===== config.mk =====
export PLATFORM = sky130hd
export DESIGN_NAME = potctl_i2c_slave
export DESIGN_NICKNAME = d
export VERILOG_FILES = /design/src/rtl/potctl_pkg.sv /design/src/rtl/potctl_line_sync.sv /design/src/rtl/potctl_bit_shift.sv /design/src/rtl/potctl_regbank.sv /design/src/rtl/potctl_i2c_slave.sv
export SDC_FILE = /design/constraint.sdc
export NUM_CORES = 1
export LEC_CHECK = 0
export ABC_AREA = 1
export BUFFER_PORTS_ARGS = -buffer_cell sky130_fd_sc_hd__buf_2
export CORE_UTILIZATION = 40
export DETAILED_ROUTE_END_ITERATION = 10
export GPL_TIMING_DRIVEN = 1
export PLACE_DENSITY = 0.62
export SLEW_MARGIN = 20
export SYNTH_ARGS = -nofsm -noshare
export SYNTH_HDL_FRONTEND = slang
export SYNTH_SLANG_ARGS = --single-unit

===== constraint.sdc =====
create_clock -name clk -period 1.65 [get_ports clk]
set_input_delay 0.0825 -clock clk [delete_from_list [all_inputs] [get_ports clk]]
set_output_delay 0.0825 -clock clk [all_outputs]
set_load 0.05 [all_outputs]

===== src/rtl/potctl_pkg.sv =====
package potctl_pkg;

    localparam int DATA_W   = 8;
    localparam int REG_AW   = 5;
    localparam int N_WIPER  = 4;
    localparam int N_NVM    = 16;
    localparam int CODE_W   = 4;
    localparam int BITCNT_W = 4;
    localparam logic [4:0] DEV_ID_HI = 5'b01011;

    typedef enum logic [2:0] {
        ST_IDLE,
        ST_ADDR,
        ST_INSTR,
        ST_DATA,
        ST_READ,
        ST_DONE
    } phase_t;

    typedef struct packed {
        logic              is_cmd;
        logic [CODE_W-1:0] code;
        logic [2:0]        sel;
    } cmd_view_t;

    typedef struct packed {
        logic              is_cmd;
        logic              spare;
        logic              to_nvm;
        logic [REG_AW-1:0] addr;
    } reg_view_t;

    function automatic logic dev_match(input logic [7:0] b, input logic [1:0] strap);
        return b[7:1] == {DEV_ID_HI, strap};
    endfunction

    function automatic logic sel_valid(input logic [2:0] sel);
        return (sel == 3'b001) || (sel == 3'b011);
    endfunction

endpackage


===== src/rtl/potctl_line_sync.sv =====
module potctl_line_sync #(
    parameter int STAGES = 2
) (
    input  logic clk,
    input  logic rst,
    input  logic scl_i,
    input  logic sda_i,
    output logic scl_s,
    output logic scl_rise,
    output logic scl_fall,
    output logic start_det,
    output logic stop_det,
    output logic sda_s
);
    logic [STAGES-1:0] scl_pipe;
    logic [STAGES-1:0] sda_pipe;
    logic              scl_p;
    logic              sda_p;

    always_ff @(posedge clk) begin
        if (rst) begin
            scl_pipe <= '1;
            sda_pipe <= '1;
            scl_p    <= 1'b1;
            sda_p    <= 1'b1;
        end else begin
            scl_pipe <= {scl_pipe[STAGES-2:0], scl_i};
            sda_pipe <= {sda_pipe[STAGES-2:0], sda_i};
            scl_p    <= scl_pipe[STAGES-1];
            sda_p    <= sda_pipe[STAGES-1];
        end
    end

    assign scl_s     = scl_pipe[STAGES-1];
    assign sda_s     = sda_pipe[STAGES-1];
    assign scl_rise  = scl_s & ~scl_p;
    assign scl_fall  = ~scl_s & scl_p;
    assign start_det = scl_s & scl_p & sda_p & ~sda_s;
    assign stop_det  = scl_s & scl_p & ~sda_p & sda_s;

endmodule


===== src/rtl/potctl_bit_shift.sv =====
module potctl_bit_shift
    import potctl_pkg::*;
(
    input  logic                clk,
    input  logic                rst,
    input  logic                clr,
    input  logic                rise,
    input  logic                sda,
    output logic [BITCNT_W-1:0] bitcnt,
    output logic [DATA_W-1:0]   rx_byte,
    output logic                byte_rx,
    output logic                ack_slot,
    output logic                ack_bit
);
    localparam logic [BITCNT_W-1:0] ACK_POS = BITCNT_W'(DATA_W);
    localparam logic [BITCNT_W-1:0] LAST_DB = BITCNT_W'(DATA_W - 1);

    always_ff @(posedge clk) begin
        if (rst || clr) begin
            bitcnt   <= '0;
            rx_byte  <= '0;
            byte_rx  <= 1'b0;
            ack_slot <= 1'b0;
            ack_bit  <= 1'b1;
        end else begin
            byte_rx  <= 1'b0;
            ack_slot <= 1'b0;
            if (rise) begin
                if (bitcnt == ACK_POS) begin
                    bitcnt   <= '0;
                    ack_slot <= 1'b1;
                    ack_bit  <= sda;
                end else begin
                    rx_byte <= {rx_byte[DATA_W-2:0], sda};
                    bitcnt  <= bitcnt + 1'b1;
                    byte_rx <= (bitcnt == LAST_DB);
                end
            end
        end
    end

endmodule


===== src/rtl/potctl_regbank.sv =====
module potctl_regbank
    import potctl_pkg::*;
#(
    parameter int NW = N_WIPER,
    parameter int NN = N_NVM,
    parameter logic [DATA_W-1:0] WIPER_INIT = 8'h80
) (
    input  logic                 clk,
    input  logic                 rst,
    input  logic                 wr_en,
    input  logic                 wr_nvm,
    input  logic [REG_AW-1:0]    wr_addr,
    input  logic [DATA_W-1:0]    wr_data,
    output logic [NW*DATA_W-1:0] wipers,
    output logic [NN*DATA_W-1:0] nvm
);
    for (genvar i = 0; i < NW; i++) begin : g_wiper
        always_ff @(posedge clk) begin
            if (rst)
                wipers[i*DATA_W +: DATA_W] <= WIPER_INIT;
            else if (wr_en && !wr_nvm && wr_addr == REG_AW'(i))
                wipers[i*DATA_W +: DATA_W] <= wr_data;
        end
    end

    for (genvar j = 0; j < NN; j++) begin : g_nvm
        always_ff @(posedge clk) begin
            if (rst)
                nvm[j*DATA_W +: DATA_W] <= '0;
            else if (wr_en && wr_nvm && wr_addr == REG_AW'(j))
                nvm[j*DATA_W +: DATA_W] <= wr_data;
        end
    end

endmodule


===== src/rtl/potctl_i2c_slave.sv =====
module potctl_i2c_slave
    import potctl_pkg::*;
(
    input  logic                      clk,
    input  logic                      rst,
    input  logic                      scl_i,
    input  logic                      sda_i,
    output logic                      sda_drive_low,
    input  logic [1:0]                strap_addr,
    output logic                      cmd_strobe,
    output logic [CODE_W-1:0]         cmd_code,
    output logic [1:0]                cmd_wiper,
    output logic [N_WIPER*DATA_W-1:0] wiper_q,
    output logic [N_NVM*DATA_W-1:0]   nvm_q
);
    localparam int IDX_W = $clog2(N_WIPER);
    localparam logic [BITCNT_W-1:0] ACK_POS = BITCNT_W'(DATA_W);

    logic scl_s, scl_rise, scl_fall, start_det, stop_det, sda_s;
    logic [BITCNT_W-1:0] bitcnt;
    logic [DATA_W-1:0]   rx_byte;
    logic byte_rx, ack_slot, ack_bit;

    phase_t            st;
    logic              in_idle;
    logic              drv;
    logic              ack_pend;
    logic              tx_on;
    logic              rd_first;
    logic [IDX_W-1:0]  rd_idx;
    logic [DATA_W-1:0] tx_sr;
    logic              wr_en, wr_nvm;
    logic [REG_AW-1:0] wr_addr;
    logic [DATA_W-1:0] wr_data;
    cmd_view_t         cmd_v;
    reg_view_t         reg_v;
    logic [2:0]        tx_pos;

    potctl_line_sync u_sync (
        .clk(clk), .rst(rst), .scl_i(scl_i), .sda_i(sda_i),
        .scl_s(scl_s), .scl_rise(scl_rise), .scl_fall(scl_fall),
        .start_det(start_det), .stop_det(stop_det), .sda_s(sda_s)
    );

    potctl_bit_shift u_shift (
        .clk(clk), .rst(rst), .clr(start_det | stop_det),
        .rise(scl_rise), .sda(sda_s), .bitcnt(bitcnt),
        .rx_byte(rx_byte), .byte_rx(byte_rx),
        .ack_slot(ack_slot), .ack_bit(ack_bit)
    );

    potctl_regbank u_regs (
        .clk(clk), .rst(rst), .wr_en(wr_en), .wr_nvm(wr_nvm),
        .wr_addr(wr_addr), .wr_data(wr_data),
        .wipers(wiper_q), .nvm(nvm_q)
    );

    assign cmd_v   = cmd_view_t'(rx_byte);
    assign reg_v   = reg_view_t'(rx_byte);
    assign in_idle = (st == ST_IDLE);
    assign tx_pos  = 3'(DATA_W - 1) - bitcnt[2:0];
    assign sda_drive_low = drv;

    always_ff @(posedge clk) begin
        if (rst) begin
            st         <= ST_IDLE;
            drv        <= 1'b0;
            ack_pend   <= 1'b0;
            tx_on      <= 1'b0;
            rd_first   <= 1'b0;
            rd_idx     <= '0;
            tx_sr      <= '0;
            wr_en      <= 1'b0;
            wr_nvm     <= 1'b0;
            wr_addr    <= '0;
            wr_data    <= '0;
            cmd_strobe <= 1'b0;
            cmd_code   <= '0;
            cmd_wiper  <= '0;
        end else begin
            cmd_strobe <= 1'b0;
            wr_en      <= 1'b0;
            if (start_det) begin
                st       <= ST_ADDR;
                drv      <= 1'b0;
                ack_pend <= 1'b0;
                tx_on    <= 1'b0;
            end else if (stop_det) begin
                st       <= ST_IDLE;
                drv      <= 1'b0;
                ack_pend <= 1'b0;
                tx_on    <= 1'b0;
            end else begin
                if (byte_rx) begin
                    unique case (st)
                        ST_ADDR: begin
                            if (!dev_match(rx_byte, strap_addr)) begin
                                st <= ST_IDLE;
                            end else if (rx_byte[0]) begin
                                st       <= ST_READ;
                                ack_pend <= 1'b1;
                                tx_on    <= 1'b1;
                                rd_first <= 1'b1;
                                rd_idx   <= '0;
                                tx_sr    <= wiper_q[DATA_W-1:0];
                            end else begin
                                st       <= ST_INSTR;
                                ack_pend <= 1'b1;
                            end
                        end
                        ST_INSTR: begin
                            ack_pend <= 1'b1;
                            if (cmd_v.is_cmd) begin
                                st <= ST_DONE;
                                if (sel_valid(cmd_v.sel)) begin
                                    cmd_strobe <= 1'b1;
                                    cmd_code   <= cmd_v.code;
                                    cmd_wiper  <= cmd_v.sel[1:0];
                                end
                            end else begin
                                st      <= ST_DATA;
                                wr_nvm  <= reg_v.to_nvm;
                                wr_addr <= reg_v.addr;
                            end
                        end
                        ST_DATA: begin
                            ack_pend <= 1'b1;
                            wr_en    <= 1'b1;
                            wr_data  <= rx_byte;
                            st       <= ST_DONE;
                        end
                        ST_DONE: ack_pend <= 1'b1;
                        default: ;
                    endcase
                end
                if (ack_slot) begin
                    ack_pend <= 1'b0;
                    if (st == ST_READ) begin
                        if (rd_first) begin
                            rd_first <= 1'b0;
                        end else if (!ack_bit) begin
                            rd_idx <= rd_idx + 1'b1;
                            tx_sr  <= wiper_q[(IDX_W'(rd_idx + 1'b1))*DATA_W +: DATA_W];
                        end else begin
                            st    <= ST_IDLE;
                            tx_on <= 1'b0;
                        end
                    end
                end
                if (scl_fall) begin
                    if (bitcnt == ACK_POS)
                        drv <= ack_pend;
                    else if (tx_on)
                        drv <= ~tx_sr[tx_pos];
                    else
                        drv <= 1'b0;
                end
            end
        end
    end

endmodule


Word-level counts from Yosys, hierarchy flattened
Cells that the tools add are included.

cells by class
  add/subtract/negate cells = 3
  magnitude comparators = 1
  equal/unequal tests = 26
  shifts and indexed selects = 1
  muxes and demuxes = 52
  bitwise operators = 20
  reductions and logical operators = 41

operators by type and width
  operator              number
  $mux W8               8
  $eq A5 B4 Y1 const B  8
  $shiftx A32 B6 Y8     1
  $mux W1               24
  $mux W3               8
  $logic_and A1 B1 Y1   22
  $eq A5 B3 Y1 const B  4
  $mux W2               8
  $not A1 Y1            12
  $eq A5 B2 Y1 const B  2
  $eq A3 B2 Y1 const B  3
  $pmux W3 S3           1
  $reduce_or A3 Y1      3
  $reduce_or A4 Y1      2
  $and A1 B1 Y1         7
  $eq A7 B6 Y1          1
  $eq A3 B1 Y1 const B  2
  $eq A3 B3 Y1 const B  2
  $reduce_and A2 Y1     3
  $reduce_and A6 Y1     1
  $reduce_or A6 Y1      1
  $eq A5 B1 Y1 const B  1
  $logic_not A5 Y1      1
  $reduce_and A5 Y1     1
  17 further kinds      18

storage, ports and cells
  register bits = 220
  input port bits = 6

Logic depth before layout (Yosys ltp)
  depth in word-level cells = 10
  depth in mapped cells = 10
  depth with buffers taken out = 10

Cells and area by module
A second synthesis with hierarchy kept.

unflattened totals
  cell total of the unflattened synthesis = 1610
  area total of the unflattened synthesis = 10510.1 um2

by module, submodules not included
  module            times used  cells an instance  area an instance (um2)
  potctl_regbank    1           1192               7517.2
  potctl_i2c_slave  1           300                2110.8
  potctl_bit_shift  1           94                 684.4
  potctl_line_sync  1           24                 197.7

Worst setup path before layout
OpenSTA, ideal clock, no wires.

  path kind = register to register
  start point = register u_shift.bitcnt[0]
  end point = register u_shift.rx_byte[6]
  library setup time = 0.119 ns
  arrival = 1.495 ns
  data required time = 1.531 ns
  setup slack = 0.036 ns
  cell stages (with the launch flop) = 11
  clock period less this slack = 1.614 ns
  cells stage by stage = dfxtp_1 clkbuf_1 inv_1 ha_1 nand3_1 inv_1 nor2_4 inv_1 buf_2 o21ai_0 a21oi_1

on the way
  cells in the longest elaborated chain, start to end = 3

ends and longest elaborated chain
  item                         RTL line                source
  from (decl)                  potctl_bit_shift.sv:9   output logic [BITCNT_W-1:0] bitcnt,
  from (signal assigned)       potctl_bit_shift.sv:35  bitcnt <= bitcnt + 1'b1;
  $eq A4 B4 Y1                 potctl_bit_shift.sv:29  if (bitcnt == ACK_POS) begin
  $not A1 Y1 (no line)         n/a
  $reduce_and A2 Y1 (no line)  n/a
  to (signal assigned)         potctl_bit_shift.sv:34  rx_byte <= {rx_byte[DATA_W-2:0], sda};
  to (decl)                    potctl_bit_shift.sv:10  output logic [DATA_W-1:0] rx_byte,

No other way between the ends.
A chain may end at the register's enable or synchronous reset.

Worst setup path after layout
  start point = register wr_addr[0]
  end point = register u_regs.nvm[42]

on the way
  cells in the longest elaborated chain, start to end = 2

ends and longest elaborated chain
  item                             RTL line                 source
  from (decl)                      potctl_i2c_slave.sv:33   logic [REG_AW-1:0] wr_addr;
  from (signal assigned)           potctl_i2c_slave.sv:123  wr_addr <= reg_v.addr;
  $eq A5 B3 Y1                     potctl_regbank.sv:30     else if (wr_en && wr_nvm && wr_addr == REG_AW'(j))
  $logic_and A1 B1 Y1              potctl_regbank.sv:30
  to (signal, indexed assignment)  potctl_regbank.sv:31     nvm[j*DATA_W +: DATA_W] <= wr_data;
  to (decl)                        potctl_regbank.sv:15     output logic [NN*DATA_W-1:0] nvm

No other way between the ends.

==> summary.txt <==
Setup path
  – R2r endpoint: u_regs.nvm[42]
  – Setup crit end kind: register
  – Crit-path max cell delay: 0.37 ns
  – R2r startpoint: wr_addr[0]
  – Critical path class: register to register
  – WP data arrival: 1.96 ns
  – R2r setup slk: 0.1 ns
  – Slowest-stage cell, CP: dfxtp_1
  – Cell Chain, Critical Path: inv_1, nor3_2, inv_1, nor2_4, inv_2, nor2_1, nor2_1
  – Worst Setup EP: u_regs.nvm[42]
  – Crit Path Max Fanout: 9
  – Worst EP required: 2.06 ns
  – Critical Path Source Type: register
  – FF-to-FF path depth: 7
  – CP Launch Point: wr_addr[0]

Outcome
  – Outcome: finished, final reports clean

Die
  – Core area: 21000 um^2
  – Initial Util: 0.408
  – # rows: 53
  – Io pins: 174
  – Die width: 148 um
  – Die Y: 148 um
  – Die Area: 21900 um^2

Hold path
  – Worst hold path class: input port to register
  – Hold Crit Start: strap_addr[1]

Finish
  – Layout cells sized above 1: 0.242
  – Non-Filler Instances: 1604
  – Syn-to-layout area delta: 26.1%
  – Diodes inserted: 0
  – Fillers: 2122
  – Fin nets: 1322
  – Util after Layout: 0.514

Clock network
  – Reg clk slew, reported paths: 0.06 ns
  – Clock Sinks: 220
  – Root Driver: clkbuf_16
  – CTS tree: yes
  – Deepest clock path buffer count: 3
  – H-tree lvl count: 1
  – Clock Latency Late Sink: 0.52 ns
  – Cts bufs inserted: 25

Synth
  – Multiplexer area fraction after synthesis: 0
  – Largest cells by area after synthesis: dfxtp_1 (52%), nor2_1 (13%), o21ai_0 (12%)
  – Mapped Cells: 1113
  – Top cell type's share of synthesized area: 0.515
  – Post-Synth XOR/XNOR Area: 0.00205
  – Register area share after synthesis: 0.515
  – Post-synthesis adder-cell area fraction: 0.00293
  – Syn_nets: 1121
  – Compound-Gate Fraction of Synth Area: 0.173
  – Syn avg cell area: 7.68 um^2
  – Mapped Area: 8540 um^2
  – Synth warn: 0
  – Top_reg_cell synth: dfxtp_1
  – Yosys reg bits: 220
  – EDFF count, synth: 0
  – Cell taking the most area after synthesis: dfxtp_1
  – Simple-gate share of the synthesized area: 0.239
  – Yosys cell types: 35
  – Largest family of logic cells by synthesized area: simple AND/OR/NAND/NOR gates
  – Ys async rst share: 0

Drt
  – Initial DRC count: 400
  – Post-route DRC: 0
  – Via/cell ratio: 4.85
  – First-pass DRT Iterations: 5
  – Via count: 7785
  – Wirelength per Cell: 15.3 um
  – Post-route ant nets: 0
  – Drt total wl: 24500 um

Pwr
  – Worst vdd ir: 0.000697 V
  – Leakage: 5.38 nW
  – Pwr dens: 1020 nW/um^2

Global route
  – Vias in the first global route: 7260
  – Grt ovf: 0
  – Pin count of the biggest net entering global routing: 43
  – First-pass GRT wire length: 38700 um
  – Initial antenna violation count: 0
  – Total Routing Usage GR: 0.220

Timing
  – Final setup fails: 0
  – Max-slew violation count: 0
  – Pin slew with the least headroom to its limit: 0.520 ns
  – Tcrit/Tclk final: 0.940
  – Max Clk Rate: 645 MHz
  – Worst Skew: 0.0139 ns
  – Period minus WS final: 1.55 ns
  – RSZ-0062 raised after global routing: yes
  – Worst slew margin: 0.653
  – Hold Fails Final Rpt: 0

Place
  – Post-DP HPWL: 16800 um
  – I/O Buffers: 173
  – Dpl cells: 1557
  – GPL Wtd Cong: 0.806

Job
  – # Max-Cap Violations: 0
## cells in the final DEF, fill, tap and decap left out, types with 2 or more instances in the layout
cell and instances:
buf_4 43, o21ai_0 207, nand3_1 16, clkbuf_8 4
buf_2 173, bufinv_16 2, o21ai_1 6, nand3_4 2
nand2_2 3, a21oi_1 76, nor2_4 21, nand2_4 3
nor3_1 4, nor3_4 2, nand3_2 3, dfxtp_1 220
inv_4 2, inv_2 16, clkbuf_1 7, nand4_1 3
clkinv_2 3, xor2_1 2, nor3_2 3, dlygate4sd3_1 3
buf_12 4, clkbuf_16 25, ha_1 2, nand2_1 75
nor2_1 304, nor2_2 7, or2_2 4, inv_1 76
## worst max-delay path: cells and delay by family (launching register included)
kind                   cells  cell delay (ns)
buffers and inverters      3             0.43
flip-flops                 1             0.37
AND/OR/NAND/NOR            4             0.64
## sequential cells by signal, summed over array words and instances, names as in the netlist, 3 cells and up
signal	cells
wr_data	8
cmd_code	4
tx_sr	8
st	3
u_regs.wipers	32
u_shift.bitcnt	4
u_shift.rx_byte	8
u_regs.nvm	128
wr_addr	5
## routing by layer
layer / vias to the layer above / GRT usage / wire [um]
met5: - / 0 / 0
met3: 28 / 0.0515 / 1550
met2: 179 / 0.362 / 11300
met1: 3593 / 0.289 / 11200
met4: 0 / 0.0577 / 466
li1: 3985 / - / -
## cell type report
cell class,count,area [um^2],area share
inverter,94,358,0.0332
clock inverter,6,83.8,0.00778
timing repair buffer,223,1300,0.121
tap,275,344,0.0319
clock buffer,36,707,0.0656
multi-input combinational,750,3580,0.332
sequential,220,4400,0.409
## synthesized netlist by cell type, types with 2 or more instances
library cell  number
nand2_4            3
a21oi_1           76
or2_2              4
nor3_4             2
nor2_2             6
nor3_1             6
clkbuf_1          29
buf_2              8
nand2_2            3
nand2_1           75
nand3_1           17
inv_2             15
nor2_4            21
nand3_2            2
nor2_1           304
buf_6              2
dfxtp_1          220
nand4_1            3
nand3_4            2
o21ai_1            6
ha_1               2
xor2_1             2
inv_1             78
buf_1              7
o21ai_0          207
buf_4              4
## how the worst min path moves through the flow
stage / slack (ns) / cells after the start / to
after floorplan: 0.19 / 1 / u_sync.scl_pipe[0]
after global placement: 0.27 / 2 / u_sync.sda_pipe[0]
after detailed placement: 0.27 / 2 / u_sync.sda_pipe[0]
after CTS: 0.23 / 8 / rd_first
after global routing: 0.31 / 3 / u_sync.sda_pipe[0]
final: 0.24 / 8 / rd_first
## through the flow
stage | setup slack (ns) | cell area, um^2 | hold slack, ns | total power, W | setup TNS [ns]
2_1_floorplan | 0.0360 | 8540 | 0.186 | 0.00560 | 0
3_3_place_gp | 0.0663 | 9920 | 0.274 | 0.00568 | 0
3_5_place_dp | 0.0678 | 9920 | 0.275 | 0.00568 | 0
4_1_cts | 0.0499 | 10700 | 0.233 | 0.0111 | 0
5_1_grt | -0.0424 | 10800 | 0.306 | 0.0113 | -0.127
6_report | 0.0992 | 10800 | 0.238 | 0.0110 | 0
## logic make-up after synthesis
| group | after synthesis |
|---|---|
| fa+ha+maj | 2 |
| xor+xnor | 2 |
| flops | 220 |
| buf+inv | 144 |
| compound gates | 293 |
| simple gates | 452 |
## power by group
part	total [W]	switching (W)	internal [W]
sequential	0.00534	0.0000105	0.00533
clock	0.00540	0.00214	0.00326
combinational	0.000231	0.000151	0.0000800
## timing repair
item / CTS / global route
hold endpoints to repair: 6 / 0
buffers inserted: 0 / 1
gates resized for setup: 0 / 4
hold buffers: 3 / 0
setup endpoints to repair: 0 / 37
Power figures use the tool's default switching activity.
